**config.mk**
```make
export PLATFORM = sky130hd
export DESIGN_NAME = pll_phase_cal
export DESIGN_NICKNAME = d
export VERILOG_FILES = /design/src/rtl/pll_cal_pkg.sv /design/src/rtl/pll_cal_seq.sv /design/src/rtl/pll_cal_lane.sv /design/src/rtl/pll_phase_cal.sv
export SDC_FILE = /design/constraint.sdc
export NUM_CORES = 1
export LEC_CHECK = 0
export ABC_AREA = 1
export ABC_CLOCK_PERIOD_IN_PS = 2100
export BUFFER_PORTS_ARGS = -buffer_cell sky130_fd_sc_hd__buf_2
export CAP_MARGIN = 5
export CORE_AREA = 2 2 139 141
export CTS_CLUSTER_SIZE = 40
export DETAILED_ROUTE_END_ITERATION = 7
export DIE_AREA = 0 0 141 143
export PLACE_DENSITY_LB_ADDON = 0.3
export SLEW_MARGIN = 30
export SYNTH_ARGS = -nofsm -noshare
export SYNTH_HDL_FRONTEND = slang
export SYNTH_SLANG_ARGS = --single-unit
```
**constraint.sdc**
```tcl
create_clock -name clk -period 2.1 [get_ports clk]
set_input_delay 0.21 -clock clk [delete_from_list [all_inputs] [get_ports clk]]
set_output_delay 0.21 -clock clk [all_outputs]
set_load 0.02 [all_outputs]
```
**src/rtl/pll_cal_pkg.sv**
```systemverilog
package pll_cal_pkg;

   // Per-lane alignment state
   typedef enum logic [1:0] {
      PH_INIT = 2'd0,
      PH_LAG  = 2'd1,
      PH_LEAD = 2'd2
   } lane_phase_e;

   // Round sequencer state
   typedef enum logic [2:0] {
      SQ_IDLE   = 3'd0,
      SQ_APPLY  = 3'd1,
      SQ_SETTLE = 3'd2,
      SQ_MEAS   = 3'd3,
      SQ_EVAL   = 3'd4,
      SQ_CHECK  = 3'd5
   } seq_state_e;

endpackage

```
**src/rtl/pll_cal_seq.sv**
```systemverilog
module pll_cal_seq
   import pll_cal_pkg::*;
#(
   parameter int NUM_LANES  = 3,
   parameter int SETTLE_CYC = 2000,
   parameter int METER_CYC  = 1100
) (
   input  logic                 clk,
   input  logic                 rst_n,
   input  logic                 start,
   input  logic [NUM_LANES-1:0] lanes_done,
   input  logic [NUM_LANES-1:0] lanes_ovf,
   output logic                 clear_pulse,
   output logic                 apply_pulse,
   output logic                 eval_pulse,
   output logic                 meter_on,
   output logic                 cal_done,
   output logic                 cal_fail
);

   localparam int MAX_WAIT = (SETTLE_CYC > METER_CYC) ? SETTLE_CYC : METER_CYC;
   localparam int TMR_W    = $clog2(MAX_WAIT + 1);
   localparam logic [TMR_W-1:0] SETTLE_LAST = TMR_W'(SETTLE_CYC - 1);
   localparam logic [TMR_W-1:0] METER_LAST  = TMR_W'(METER_CYC - 1);

   seq_state_e       st_q;
   logic [TMR_W-1:0] tmr_q;

   assign clear_pulse = (st_q == SQ_IDLE) && start;
   assign apply_pulse = (st_q == SQ_APPLY);
   assign eval_pulse  = (st_q == SQ_EVAL);
   assign meter_on    = (st_q == SQ_MEAS) || (st_q == SQ_EVAL);

   always_ff @(posedge clk or negedge rst_n) begin
      if (!rst_n) begin
         st_q     <= SQ_IDLE;
         tmr_q    <= '0;
         cal_done <= 1'b0;
         cal_fail <= 1'b0;
      end else begin
         case (st_q)
            SQ_IDLE: begin
               if (start) begin
                  st_q     <= SQ_APPLY;
                  cal_done <= 1'b0;
                  cal_fail <= 1'b0;
               end
            end
            SQ_APPLY: begin
               st_q  <= SQ_SETTLE;
               tmr_q <= '0;
            end
            SQ_SETTLE: begin
               if (tmr_q == SETTLE_LAST) begin
                  st_q  <= SQ_MEAS;
                  tmr_q <= '0;
               end else begin
                  tmr_q <= tmr_q + 1'b1;
               end
            end
            SQ_MEAS: begin
               if (tmr_q == METER_LAST) begin
                  st_q <= SQ_EVAL;
               end else begin
                  tmr_q <= tmr_q + 1'b1;
               end
            end
            SQ_EVAL: st_q <= SQ_CHECK;
            SQ_CHECK: begin
               if (&lanes_done) begin
                  cal_done <= 1'b1;
                  st_q     <= SQ_IDLE;
               end else if (|lanes_ovf) begin
                  cal_fail <= 1'b1;
                  st_q     <= SQ_IDLE;
               end else begin
                  st_q <= SQ_APPLY;
               end
            end
            default: st_q <= SQ_IDLE;
         endcase
      end
   end

endmodule

```
**src/rtl/pll_cal_lane.sv**
```systemverilog
module pll_cal_lane
   import pll_cal_pkg::*;
#(
   parameter int DLY_W  = 5,
   parameter int CNT_W  = 16,
   parameter int THRESH = 16
) (
   input  logic             clk,
   input  logic             rst_n,
   input  logic             clear,
   input  logic             apply,
   input  logic             eval,
   input  logic [CNT_W-1:0] ones,
   input  logic [CNT_W-1:0] zeros,
   output logic [DLY_W-1:0] ref_dly,
   output logic [DLY_W-1:0] fb_dly,
   output logic             lane_done,
   output logic             lane_ovf
);

   localparam int DIFF_W = CNT_W + 1;
   localparam logic signed [DIFF_W-1:0] THR = DIFF_W'(THRESH);

   lane_phase_e              ph_q;
   logic [DLY_W:0]           dly_q;
   logic signed [DIFF_W-1:0] ones_s, zeros_s, lag_diff, lead_diff;
   logic                     lag_big, lead_big;

   assign ones_s    = signed'({1'b0, ones});
   assign zeros_s   = signed'({1'b0, zeros});
   assign lag_diff  = ones_s - zeros_s;
   assign lead_diff = zeros_s - ones_s;
   assign lag_big   = lag_diff > THR;
   assign lead_big  = lead_diff > THR;
   assign lane_ovf  = dly_q[DLY_W];

   always_ff @(posedge clk or negedge rst_n) begin
      if (!rst_n) begin
         ph_q      <= PH_INIT;
         dly_q     <= '0;
         lane_done <= 1'b0;
         ref_dly   <= '0;
         fb_dly    <= '0;
      end else if (clear) begin
         ph_q      <= PH_INIT;
         dly_q     <= '0;
         lane_done <= 1'b0;
         ref_dly   <= '0;
         fb_dly    <= '0;
      end else if (apply && !lane_done) begin
         case (ph_q)
            PH_LAG: begin
               ref_dly <= '0;
               fb_dly  <= dly_q[DLY_W-1:0];
            end
            PH_LEAD: begin
               ref_dly <= dly_q[DLY_W-1:0];
               fb_dly  <= '0;
            end
            default: begin
               ref_dly <= '0;
               fb_dly  <= '0;
            end
         endcase
      end else if (eval && !lane_done) begin
         case (ph_q)
            PH_INIT: begin
               if (lag_big) begin
                  ph_q  <= PH_LAG;
                  dly_q <= dly_q + 1'b1;
               end else if (lead_big) begin
                  ph_q  <= PH_LEAD;
                  dly_q <= dly_q + 1'b1;
               end else begin
                  lane_done <= 1'b1;
               end
            end
            PH_LAG: begin
               if (lag_big) dly_q <= dly_q + 1'b1;
               else         lane_done <= 1'b1;
            end
            PH_LEAD: begin
               if (lead_big) dly_q <= dly_q + 1'b1;
               else          lane_done <= 1'b1;
            end
            default: lane_done <= 1'b1;
         endcase
      end
   end

endmodule

```
**src/rtl/pll_phase_cal.sv**
```systemverilog
module pll_phase_cal
   import pll_cal_pkg::*;
#(
   parameter int NUM_LANES  = 3,
   parameter int DLY_W      = 5,
   parameter int CNT_W      = 16,
   parameter int SAMPLE_CNT = 1024,
   parameter int THRESH     = 16,
   parameter int SETTLE_CYC = 2000,
   parameter int METER_CYC  = 1100
) (
   input  logic                       clk,
   input  logic                       rst_n,
   input  logic                       start,
   input  logic [NUM_LANES*CNT_W-1:0] jm_ones,
   input  logic [NUM_LANES*CNT_W-1:0] jm_zeros,
   output logic [NUM_LANES-1:0]       jm_en,
   output logic [CNT_W-1:0]           jm_samples,
   output logic [NUM_LANES*DLY_W-1:0] ref_dly,
   output logic [NUM_LANES*DLY_W-1:0] fb_dly,
   output logic                       cal_done,
   output logic                       cal_fail
);

   // Elaboration-time parameter checks
   if (NUM_LANES < 1) begin : g_bad_lanes
      $error("NUM_LANES must be at least 1");
   end
   if (DLY_W < 1) begin : g_bad_dly
      $error("DLY_W must be at least 1");
   end
   if (SAMPLE_CNT >= (2 ** CNT_W)) begin : g_bad_cnt
      $error("SAMPLE_CNT does not fit in CNT_W bits");
   end
   if (THRESH < 0 || THRESH >= SAMPLE_CNT) begin : g_bad_thr
      $error("THRESH must lie in 0 .. SAMPLE_CNT-1");
   end
   if (SETTLE_CYC < 1 || METER_CYC < 1) begin : g_bad_wait
      $error("wait times must be at least one cycle");
   end

   logic                 seq_clear, seq_apply, seq_eval, seq_meter_on;
   logic [NUM_LANES-1:0] lane_done, lane_ovf;

   assign jm_samples = CNT_W'(SAMPLE_CNT);

   pll_cal_seq #(
      .NUM_LANES  (NUM_LANES),
      .SETTLE_CYC (SETTLE_CYC),
      .METER_CYC  (METER_CYC)
   ) u_seq (
      .clk         (clk),
      .rst_n       (rst_n),
      .start       (start),
      .lanes_done  (lane_done),
      .lanes_ovf   (lane_ovf),
      .clear_pulse (seq_clear),
      .apply_pulse (seq_apply),
      .eval_pulse  (seq_eval),
      .meter_on    (seq_meter_on),
      .cal_done    (cal_done),
      .cal_fail    (cal_fail)
   );

   for (genvar g = 0; g < NUM_LANES; g++) begin : g_lane
      assign jm_en[g] = seq_meter_on;

      pll_cal_lane #(
         .DLY_W  (DLY_W),
         .CNT_W  (CNT_W),
         .THRESH (THRESH)
      ) u_lane (
         .clk       (clk),
         .rst_n     (rst_n),
         .clear     (seq_clear),
         .apply     (seq_apply),
         .eval      (seq_eval),
         .ones      (jm_ones[g*CNT_W +: CNT_W]),
         .zeros     (jm_zeros[g*CNT_W +: CNT_W]),
         .ref_dly   (ref_dly[g*DLY_W +: DLY_W]),
         .fb_dly    (fb_dly[g*DLY_W +: DLY_W]),
         .lane_done (lane_done[g]),
         .lane_ovf  (lane_ovf[g])
      );
   end

endmodule

```
### Yosys cells after proc, flatten, opt, wreduce, memory -nomap -nowiden

Cells that the tools add are included.

* reduce and logical (&&, ||, !) cells: 47
* multiplexer cells: 93
* magnitude comparators: 6
* add/subtract/negate cells: 10
* equal/unequal tests: 32

Operators with widths (count)
* $mux W6: 18
* $gt A17 B6 Y1 const B: 6
* $sub A16 B16 Y17: 6
* $mux W5: 18
* $pmux W6 S3: 3
* $reduce_and A4 Y1: 10
* $mux W2: 18
* $pmux W11 S3: 1
* $mux W1: 23
* $eq A11 B11 Y1 const B: 2
* $mux W11: 2
* $reduce_bool A2 Y1: 10
* $add A6 B1 Y6 const B: 3
* $pmux W3 S6: 1
* $mux W3: 4
* $ne A2 B2 Y1 const B: 6
* $ne A3 B2 Y1 const B: 4
* $ne A3 B3 Y1 const B: 4
* $reduce_bool A3 Y1: 4
* $reduce_bool A4 Y1: 3
* $add A11 B1 Y11 const B: 1
* $pmux W1 S3: 3
* $reduce_and A3 Y1: 3
* $ne A2 B1 Y1 const B: 4
* other kinds (14): 31

* output and inout bits: 51
* bits in registers: 73
* input bits: 99
* word-level logic and storage cells: 207

### Logic depth before layout (Yosys ltp)

Gate-level depths: netlist (run 1).

* depth in word-level cells: 8
* mapped depth: 22
* mapped depth without buffers: 22

### Modules after synthesis

From an unflattened synthesis (run 1), not the netlist that was laid out.

* cell total of the unflattened synthesis: 2020
* area total of the unflattened synthesis: 11858.9 µm²

Modules (own cells, without submodules)
* pll_cal_lane: area each 3524.6 µm², cells an instance 613, instances 3
* pll_cal_seq: area each 1134.8 µm², cells an instance 160, instances 1
* pll_phase_cal: area each 150.1 µm², cells an instance 21, instances 1

### Least setup slack after synthesis (run 1)

Ideal clock, no wire load.

* kind: input to register
* start point: input jm_ones[34]
* end point: register g_lane[2].u_lane.dly_q[0]
* cell stages on the path: 21
* arrival time: 2.052 ns
* setup time: 0.117 ns
* slack: -0.070 ns
* cells stage by stage: inv_1 > ha_1 > buf_2 > nand2_1 > inv_1 > nand2_1 > nand2_1 > nand2_1 > nand2_1 > a21oi_1 > inv_1 > nand2_1 > nand2_1 > nor2_1 > nand2_4 > nand2_4 > nand2_2 > nand2_4 > nor2_4 > nand3_1 > nand2_1

* cells in the longest elaborated chain, start to end: 8
* elaborated cells between the ends (all ways): 12
* classes of those cells: 2 x add/sub; 2 x order compare; 1 x eq/ne; 6 x mux; 1 x reduce/logical

RTL lines
* start, declared: line pll_phase_cal.sv:15 `input logic [NUM_LANES*CNT_W-1:0] jm_ones,`
* $sub A16 B16 Y17: line pll_cal_lane.sv:32 `assign lead_diff = zeros_s - ones_s;`
* $gt A17 B6 Y1: line pll_cal_lane.sv:34 `assign lead_big = lead_diff > THR;`
* $mux W6
* $mux W6: line pll_cal_lane.sv:68 `if (lag_big) begin`
* $pmux W6 S3: line pll_cal_lane.sv:66 `case (ph_q)`
* $mux W6: line pll_cal_lane.sv:65 `end else if (eval && !lane_done) begin`
* $mux W6: line pll_cal_lane.sv:50 `end else if (apply && !lane_done) begin`
* $mux W6: line pll_cal_lane.sv:44 `end else if (clear) begin`
* end signal, assigned: line pll_cal_lane.sv:70 `dly_q <= dly_q + 1'b1;`
* end signal, assigned: line pll_cal_lane.sv:73 `dly_q <= dly_q + 1'b1;`
* end signal, assigned: line pll_cal_lane.sv:79 `if (lag_big) dly_q <= dly_q + 1'b1;`
* end, declared: line pll_cal_lane.sv:25 `logic [DLY_W:0] dly_q;`

Several ways; a longest one is shown, not always the timed one. The select of a mux whose other input is x is not followed.
A chain may end at the register's enable or synchronous reset.

### Worst setup path in the final report (run 1)

* start point: input jm_ones[22]
* end point: register g_lane[1].u_lane.dly_q[2]

* cells in the longest elaborated chain, start to end: 8
* elaborated cells between the ends (all ways): 12
* classes of those cells: 2 x add/sub; 2 x order compare; 1 x eq/ne; 6 x mux; 1 x reduce/logical

RTL lines (line)
* $sub A16 B16 Y17: pll_cal_lane.sv:32
* $gt A17 B6 Y1: pll_cal_lane.sv:34
* $mux W6
* $mux W6: pll_cal_lane.sv:68
* $pmux W6 S3: pll_cal_lane.sv:66
* $mux W6: pll_cal_lane.sv:65
* $mux W6: pll_cal_lane.sv:50
* $mux W6: pll_cal_lane.sv:44
* end signal, assigned: pll_cal_lane.sv:70
* end signal, assigned: pll_cal_lane.sv:73
* end signal, assigned: pll_cal_lane.sv:79
* end, declared: pll_cal_lane.sv:25

Several ways; a longest one is shown, not always the timed one. The select of a mux whose other input is x is not followed.

==> results of run 1 <==
[power by group through the flow]
stage | clock network (mW) | logic, mW | registers [mW]
final | 1.71 | 3.50 | 1.49
after CTS | 1.71 | 2.81 | 1.49
after detailed placement | 0 | 2.77 | 1.51
after floorplan | 0 | 1.72 | 1.56
after global placement | 0 | 2.70 | 1.51
after global routing | 1.77 | 3.82 | 1.50
[metrics by stage]
step / hold slack, ns / std cells / cell area (um^2) / setup TNS, ns / utilization [%]
floorplan: -0.08559 / 2005 / 11310 / 0 / -
global placement: 0.1406 / 2520 / 13450 / -8.211 / 72.38
detailed placement: 0.1497 / 2520 / 13450 / -9.691 / 72.38
CTS: 0.2749 / 2537 / 13860 / 0 / 74.58
global route: 0.3573 / 2566 / 15590 / -2.463 / 83.90
finish: 0.3174 / 2566 / 15590 / -0.02402 / 83.90
[worst reg2reg max path, delay by kind of cell, from the launching register on]
kind                       cells  cell delay (ns)
AOI/OAI and AO/OA              4             0.65
buffers and inverters          3             0.43
DFF                            1             0.36
and+or+nand+nor                2             0.34
adders and majority gates      1             0.19
[final cells by class]
type	count	share of cell area, %
Clock inverter	6	0.5779
Sequential cell	73	11.73
Timing Repair Buffer	343	15.19
Tap cell	234	1.878
Timing Repair inverter	1	0.03211
Inverter	448	10.85
Multi-Input combinational cell	1451	58.21
Clock buffer	10	1.533
[cells by family (layout without fill, tap and decap cells)]
logic type,after synthesis,in the layout,synth area share [%]
buf+inv,481,808,16.79
simple gates,1134,1134,44.14
fa+ha+maj,109,109,12.16
other cells,2,16,0.06696
flops,73,73,16.29
xor+xnor,18,18,1.406
compound gates,174,174,9.148
[state kept, by name, indices dropped and copies added (netlist names)]
name                     flops
u_seq.cal_done               1
g_lane.u_lane.dly_q         18
g_lane.u_lane.ref_dly       15
u_seq.tmr_q                 11
g_lane.u_lane.ph_q           6
u_seq.cal_fail               1
g_lane.u_lane.lane_done      3
g_lane.u_lane.fb_dly        15
u_seq.st_q                   3
[worst min-delay path by stage]
stage | slack, ns | endpoint
finish | 0.32 | u_seq.tmr_q[6]
global route | 0.36 | u_seq.tmr_q[5]
CTS | 0.27 | u_seq.st_q[2]
detailed placement | 0.15 | u_seq.tmr_q[6]
global placement | 0.14 | u_seq.tmr_q[6]
floorplan | -0.09 | g_lane[0].u_lane.dly_q[0]
[routing by layer]
metal / GRT usage [%] / vias to the layer above
li1: - / 6819
met1: 37.41 / 6342
met2: 55.69 / 673
met3: 3.018 / 135
met4: 8.579 / 0
met5: 0 / -
[synth_stat cells, drive strengths merged (2+ instances only)]
cell	count
a21o	4
a21oi	67
a31oi	2
and2	4
and3	2
buf	24
clkbuf	9
clkinv	3
conb	2
dfrtp	73
ha	109
inv	445
nand2	721
nand3	222
nand3b	6
nand4	35
nor2	127
nor3	13
nor4	3
o2111ai	3
o211ai	4
o21a	3
o21ai	54
o21bai	3
o22ai	20
o31ai	9
xor2	18
[timing repair]
| item | in CTS | in global routing |
|---|---|---|
| hold endpoints to repair | 26 | 0 |
| resized for setup | 12 | 389 |
| endpoints found under the setup margin | 17 | 34 |
| cloned | 0 | 1 |
| setup buffers | 0 | 28 |
| hold buffers | 1 | 0 |
| pin swaps | 0 | 150 |
==> impl_results.md, run 1 <==
* Status: finished with violations
* Violated checks: setup timing
* P_sw at 2.739 mW
* IO Port Bufs at 133
* EDFF count, synth at 0
* Commonest cells after routing, fill and taps aside: nand2_1, inv_1, buf_4
* FF+latch count, synth at 73
* Area of the multi-input gates at 9074 um^2
* Clk buf depth at 2
* Clock Sinks at 73
* 1st-iter DRT viols at 1043
* Synth area leader: nand2_1
* Reg-to-reg endpoint: u_seq.tmr_q[10]
* CP delay by family, top: simple AND/OR/NAND/NOR gates
* Final antenna-violating net count at 0
* Die area at 20160 um^2
* Crit path buffers/inverters at 3
* First-pass GRT wire length at 51580 um
* Most common cell after layout, fill and taps aside: nand2_1
* Final hold violation count at 0
* Yosys top cell area share at 23.16%
* Unique cell type count in the Yosys netlist at 45
* Main synth FF type: dfrtp_1
* Fin crit share at 100.5%
* Syn Area/Cell at 5.633 um^2
* Net Sw Frac at 40.87%
* Die Ht at 143 um
* Global-route usage over all layers at 30.18%
* Largest net degree at the start of global routing at 48
* FP Rows at 50
* Crit path time final at 2.111 ns
* Ys Warns at 0
* Register area share after synthesis at 16.29%
* Aggregate global routing overflow at 0
* R2R Setup Slk at 0.04 ns
* Largest stage delay, worst path at 0.35 ns
* # IOs at 150
* M1 WL at 14300 um
* Power Dens Cells at 429.9 nW/um^2
* P_int at 3.963 mW
* GP Congestion at 0.9536
* Mapped Cells at 1991
* Drt total wl at 36320 um
* Clock transition at path regs at 0.06 ns
* Worst-path fanout max at 8
* Reg2Reg Depth at 10
* Core Area at 18580 um^2
* Die W at 141 um
* Starting density of the core at 60.36%
* Root buf cell: clkbuf_16
* Max rail drop VDD at 0.4249 mV
* Reg2reg start: u_seq.tmr_q[0]
* Number of global-route vias before repair at 12200
* Sequential group share of total power at 22.3%
* Area contributors post-synth: nand2_1, dfrtp_1, inv_1, ha_1, nand3_1
* RSZ-0062 raised after global routing: yes
* Met2 WL at 18280 um
* CTS tree: yes
* Hold WC Path Type: in -> async
* Crit path launch: jm_ones[22]
* Leakage at 8.991 nW
* Total power draw at 6.702 mW
* Worst-skew pair later-pin latency at 0.35 ns
* Crit start category: input pin
* Crit path setup slack, layout at -0.01124 ns
* Logic pwr share at 52.2%
* Worst clock skew at 0.009231 ns
* Max-slew violation count at 0
* Capture point of the worst path: g_lane[1].u_lane.dly_q[2]
* Met3 wire len at 2591 um
* Clock network power share at 25.5%
* Share of layout cells above drive strength 1 at 31.52%
* Avg WL per Cell at 14.15 um
* HPWL after DPL at 24860 um
* Max layer used: met4
* WP data required at 2.39 ns
* Register Area at 1828 um^2
* Total CTS buffers at 9
* Crit-path slowest cell: ha_4
* Htree depth at 3
* Critical path type: in -> reg
* Nets at 2535
* Area Growth Syn to Fin at 38.99%
* Antenna Cells at 0
* CP Capture Type: flop
* Cell mode on critical path: nand2_1
* MaxCap Viol Count at 0
* Initial antenna violation count at 0
* Pre-CTS setup slack at -0.4016 ns
* Drt via density at 5.444
* Via count at 13970
* Final setup vio count at 3
* Worst-path cell chain: buf_2 -> inv_1 -> ha_4 -> nand2_1 -> nand2_2 -> nand2_1 -> nand2_1 -> a21oi_2 -> nand2_1 -> nand2_1 -> nand2_1 -> nand3b_1 -> nor2_2 -> nand2_4 -> nand2_4 -> buf_12 -> nand3_1 -> nand2_1 -> nand3_2 -> nand2_1
* FFs w/ async S/R, synth at 100.0%
* # fillers at 1171
* Mapped Area at 11220 um^2
* DRC viols at 0
* First drt pass iteration count at 6
* Max Clock Freq at 473.7 MHz
* Arr. time, crit path at 2.40 ns
* Crit path depth at 20
Power figures use the tool's default switching activity.
==> run 2, diff against run 1 <==
--- a/config.mk
+++ b/config.mk
@@ -6,7 +6,7 @@
 export NUM_CORES = 1
 export LEC_CHECK = 0
 export ABC_AREA = 1
-export ABC_CLOCK_PERIOD_IN_PS = 2100
+export ABC_CLOCK_PERIOD_IN_PS = 2400
 export BUFFER_PORTS_ARGS = -buffer_cell sky130_fd_sc_hd__buf_2
 export CAP_MARGIN = 5
 export CORE_AREA = 2 2 139 141
==> constraint.sdc (replaced) <==
create_clock -name clk -period 2.4 [get_ports clk]
set_input_delay 0.12 -clock clk [delete_from_list [all_inputs] [get_ports clk]]
set_output_delay 0.12 -clock clk [all_outputs]
set_load 0.02 [all_outputs]
==> impl_results.md, run 2 (synthesis gave the netlist of run 1 again) <==
* Status: finished clean
* Core Area at 18580 um^2
* Worst-Margin Slew at 0.7371 ns
* # Post-CTS Setup Buffers at 0
* Biggest regs: g_lane.u_lane.dly_q: 18 flops, g_lane.u_lane.fb_dly: 15 flops, g_lane.u_lane.ref_dly: 15 flops
* Commonest cells after routing, fill and taps aside: nand2_1, inv_1, nand3_1
* Pre-CTS setup slack at -0.09413 ns
* Die area at 20160 um^2
* GP Congestion at 0.9967
* Drt via density at 5.285
* Area of the multi-input gates at 7582 um^2
* Hold WC Path Type: in -> reg
* Nets at 2380
* Arr. time, crit path at 2.42 ns
* R2R Setup Slk at 0.22 ns
* Crit path setup slack, layout at 0.2042 ns
* Total power draw at 5.004 mW
* Placed cells at 2394
* Reg-to-reg endpoint: g_lane[1].u_lane.dly_q[2]
* Max reg flops at 18
* Final antenna-violating net count at 0
* Critical path type: in -> reg
* Max-slew violation count at 0
* # fillers at 1686
* Clk buf depth at 2
* RSZ-0062 raised after global routing: no
* Number of global-route vias before repair at 11510
* Hold_ws at 0.1719 ns
* Aggregate global routing overflow at 0
* MaxCap Viol Count at 0
* Die Ht at 143 um
* Cell area after layout at 12850 um^2
* First drt pass iteration count at 7
* FP Rows at 50
* Clock Sinks at 73
* Initial antenna violation count at 0
* Headroom to the max-slew limit at 50.53%
* Power Dens Cells at 389.5 nW/um^2
* Setup tns final at 0 ns
* Register Area at 1827 um^2
* Global-route usage over all layers at 29.18%
* Clock transition at path regs at 0.07 ns
* Reg2Reg Depth at 13
* Biggest register: g_lane.u_lane.dly_q
* Max rail drop VDD at 0.3109 mV
* DRC viols at 0
* Avg WL per Cell at 12.32 um
* Total CTS buffers at 9
* Share of layout cells above drive strength 1 at 13.18%
* Crit path time final at 2.196 ns
* Starting density of the core at 60.36%
* Hold_sp: start
* Htree depth at 3
* 1st-iter DRT viols at 914
* Largest net degree at the start of global routing at 74
* Die W at 141 um
* IO Port Bufs at 133
* Placed cell area at 12490 um^2
* CP Capture Type: flop
* Fin crit share at 91.49%
* CTS tree: yes
* Final setup vio count at 0
* Reg2reg start: u_seq.st_q[0]
* Worst-path fanout max at 9
* # IOs at 150
* Worst clock skew at 0.006861 ns
* Drt total wl at 29710 um
* Most common cell after layout, fill and taps aside: nand2_1
* Crit start category: input pin
* Worst Hold End: u_seq.st_q[2]
* Fin util at 69.14%
* First-pass GRT wire length at 50040 um
* Via count at 12740
* Worst-skew pair later-pin latency at 0.34 ns
* Non-filler cells, final at 2411
* Antenna Cells at 0
* WP data required at 2.62 ns
* Leakage at 8.026 nW
* Area Growth Syn to Fin at 14.55%
* HPWL after DPL at 24270 um
* Max Clock Freq at 455.4 MHz
* Final hold violation count at 0
* Root buf cell: clkbuf_16
* Worst hold stages at 5
-- run 2: report_power, final --
part,internal [mW],switching (mW)
clock network,0.921,0.558
registers,1.27,0.0305
logic,0.797,1.42
total,2.99,2.01
-- run 2: worst max-delay path: stages --
cell	delay, ns
buf_2	0.10
inv_1	0.04
ha_1	0.40
nand2_1	0.19
inv_1	0.09
a21oi_1	0.26
nand3_1	0.12
nand2_1	0.07
nand2_1	0.06
nand3b_1	0.18
nor2_2	0.14
nand2_4	0.12
nand2_4	0.10
nand2_2	0.07
nand2_4	0.11
nor2_4	0.07
nand3_1	0.11
nand2_1	0.06
-- run 2: what timing repair did --
action,CTS,global route
resized for setup,0,7
hold buffers,1,0
endpoints found under the hold margin,73,0
endpoints found under the setup margin,0,13
-- run 2: worst max-delay path by stage --
| stage | from | to | cells past startpoint |
|---|---|---|---|
| 2_1_floorplan | jm_ones[34] | g_lane[2].u_lane.dly_q[0] | 21 |
| 3_3_place_gp | jm_ones[24] | g_lane[1].u_lane.dly_q[5] | 19 |
| 3_5_place_dp | jm_ones[24] | g_lane[1].u_lane.dly_q[4] | 19 |
| 4_1_cts | u_seq.st_q[0] | g_lane[1].u_lane.dly_q[4] | 13 |
| 5_1_grt | jm_ones[1] | g_lane[0].u_lane.lane_done | 21 |
| 6_report | jm_ones[24] | g_lane[1].u_lane.dly_q[2] | 18 |
-- run 2: layout make-up --
cell class | instances | share of cell area, %
inverter | 448 | 13.09
tap | 234 | 2.279
clock inverter | 7 | 0.7791
timing repair buffer | 189 | 8.862
sequential | 73 | 14.22
multi-input combinational | 1451 | 59.02
clock buffer | 9 | 1.753
-- run 2: metal layers --
metal  part of all wire (%)  global-route usage (%)  wire length (um)
met5                      0                       0                 0
met4                    2.1                   6.947               619
met3                    6.0                   2.582              1784
met2                     47                   51.71             13950
met1                     45                   38.63             13350
==> run 3, diff against run 2 <==
--- a/config.mk
+++ b/config.mk
@@ -14,6 +14,7 @@
 export DETAILED_ROUTE_END_ITERATION = 7
 export DIE_AREA = 0 0 141 143
 export PLACE_DENSITY_LB_ADDON = 0.3
+export RECOVER_POWER = 100
 export SLEW_MARGIN = 30
 export SYNTH_ARGS = -nofsm -noshare
 export SYNTH_HDL_FRONTEND = slang
==> impl_results.md, run 3 (synthesis gave the netlist of run 1 again) <==
* Area Growth Syn to Fin at 13.81%
* Crit path time final at 2.210 ns
* Nets at 2380
* HPWL after DPL at 24270 um
* First-pass GRT wire length at 50040 um
* Critical path type: in -> reg
* Commonest cells after routing, fill and taps aside: nand2_1, inv_1, nand3_1
* Htree depth at 3
* FP Rows at 50
* Biggest regs: g_lane.u_lane.dly_q: 18 flops, g_lane.u_lane.fb_dly: 15 flops, g_lane.u_lane.ref_dly: 15 flops
* Initial antenna violation count at 0
* Max rail drop VDD at 0.3070 mV
* Worst clock skew at 0.007981 ns
* First drt pass iteration count at 5
* Power Dens Cells at 390.5 nW/um^2
* IO Port Bufs at 133
* Die area at 20160 um^2
* # IOs at 150
* WP data required at 2.63 ns
* Most common cell after layout, fill and taps aside: nand2_1
* Final setup vio count at 0
* Worst-path fanout max at 8
* MaxCap Viol Count at 1
* Antenna Cells at 0
* Aggregate global routing overflow at 0
* Drt total wl at 29720 um
* Max Clock Freq at 452.6 MHz
* CP delay by family, top: simple AND/OR/NAND/NOR gates
* Leakage at 7.886 nW
* CP Capture Type: flop
* DRC viols at 0
* Max-slew violation count at 74
* Violated checks: capacitance limit, slew limit
* Root buf cell: clkbuf_16
* Largest stage delay, worst path at 0.40 ns
* Status: finished with violations
* Number of global-route vias before repair at 11510
* Crit-path slowest cell: ha_1
* Worst-skew pair later-pin latency at 0.33 ns
* Die W at 141 um
* 1st-iter DRT viols at 919
* RSZ-0062 raised after global routing: no
* Pre-CTS setup slack at -0.09413 ns
* Non-filler cells, final at 2411
* Headroom to the max-slew limit at -17.00%
* Final hold violation count at 0
* Worst-Margin Slew at 1.755 ns
* Cell mode on critical path: nand2_1
* Max reg flops at 18
* Final antenna-violating net count at 0
* Hold WC Path Type: in -> reg
* Clock Sinks at 73
* Avg WL per Cell at 12.33 um
* Fin crit share at 92.06%
* CTS tree: yes
* Clk buf depth at 2
* Placed cells at 2394
* Total CTS buffers at 9
* Crit path setup slack, layout at 0.1905 ns
* Biggest register: g_lane.u_lane.dly_q
* Global-route usage over all layers at 29.18%
* GP Congestion at 0.9967
* Drt via density at 5.243
* Via count at 12640
* Arr. time, crit path at 2.44 ns
* Share of layout cells above drive strength 1 at 11.35%
* Largest net degree at the start of global routing at 74
* Die Ht at 143 um
* Core Area at 18580 um^2
* Clock transition at path regs at 0.07 ns
* Crit start category: input pin
* Worst-path cell chain: buf_2 -> inv_1 -> ha_1 -> nand2_1 -> nor2_2 -> and2_1 -> nand2_1 -> nand3_1 -> nand2_1 -> nand2_1 -> nand3_1 -> nor2_1 -> nand2_2 -> nand2_4 -> nand2_1 -> nand3_1 -> nand2_1 -> nand3_2 -> nand2_1
* Starting density of the core at 60.36%
* Crit path buffers/inverters at 2
==> run 3: area by class of cell <==
| class | instances | area (um^2) |
|---|---|---|
| clock buffers | 9 | 225.2 |
| clock inverters | 7 | 100.1 |
| fillers | 1713 | 5816 |
| inverters | 448 | 1682 |
| multi-input cells | 1451 | 7566 |
| flip-flops and latches | 73 | 1827 |
| well taps | 234 | 292.8 |
| repair buffers | 189 | 1072 |
==> run 3: per-stage QoR <==
step           setup TNS, ns  power, mW  hold WS, ns  cell area [um^2]  util, %
3_5_place_dp          -1.130      3.494       0.1783             12490    67.21
6_report                   0      4.985       0.1721             12760    68.70
5_1_grt                    0      5.335       0.2156             12760    68.70
3_3_place_gp         -0.4468      3.451       0.1769             12490    67.21
4_1_cts                    0      4.969       0.1670             12820    69.02
2_1_floorplan              0      2.857      -0.1756             11270        -
==> run 3: tightest hold or removal path: stages <==
cell	delay, ns
buf_2	0.11
inv_1	0.05
nand2_1	0.06
nand2_1	0.09
a21oi_1	0.04
==> run 3: what timing repair did <==
item | CTS | global route
hold buffers | 1 | 0
setup buffers | 0 | 0
endpoints found under the setup margin | 0 | 13
hold endpoints to repair | 73 | 0
gates resized for setup | 0 | 7
==> run 3: worst paths after layout <==
kind                                           start                           to  slack (ns)  depth (start not counted)
max                                      jm_ones[10]    g_lane[0].u_lane.dly_q[1]        0.19                         19
min                                            start                u_seq.st_q[2]        0.17                          5
max reg2reg                            u_seq.st_q[1]  g_lane[0].u_lane.ref_dly[2]        0.20                          9
min reg2reg                g_lane[0].u_lane.dly_q[5]    g_lane[0].u_lane.dly_q[5]        0.48                          2
max in group asynchronous                      rst_n    g_lane[2].u_lane.dly_q[0]        0.46                          3
min in group asynchronous                      rst_n   g_lane[1].u_lane.fb_dly[3]        0.89                          3
==> run 3: power breakdown <==
group          switching [mW]  internal [mW]  leakage, nW  total, mW
Clock                   0.553          0.921        0.161       1.47
Sequential             0.0310           1.27        0.876       1.31
Combinational            1.42          0.784         6.85       2.21
==> run 3: routing by layer <==
metal	global-route usage, %	vias up	share of wire (%)
li1	-	6495	-
met1	38.63	5650	45
met4	6.947	0	2.0
met5	0	-	0
met3	2.582	55	5.7
met2	51.71	440	47
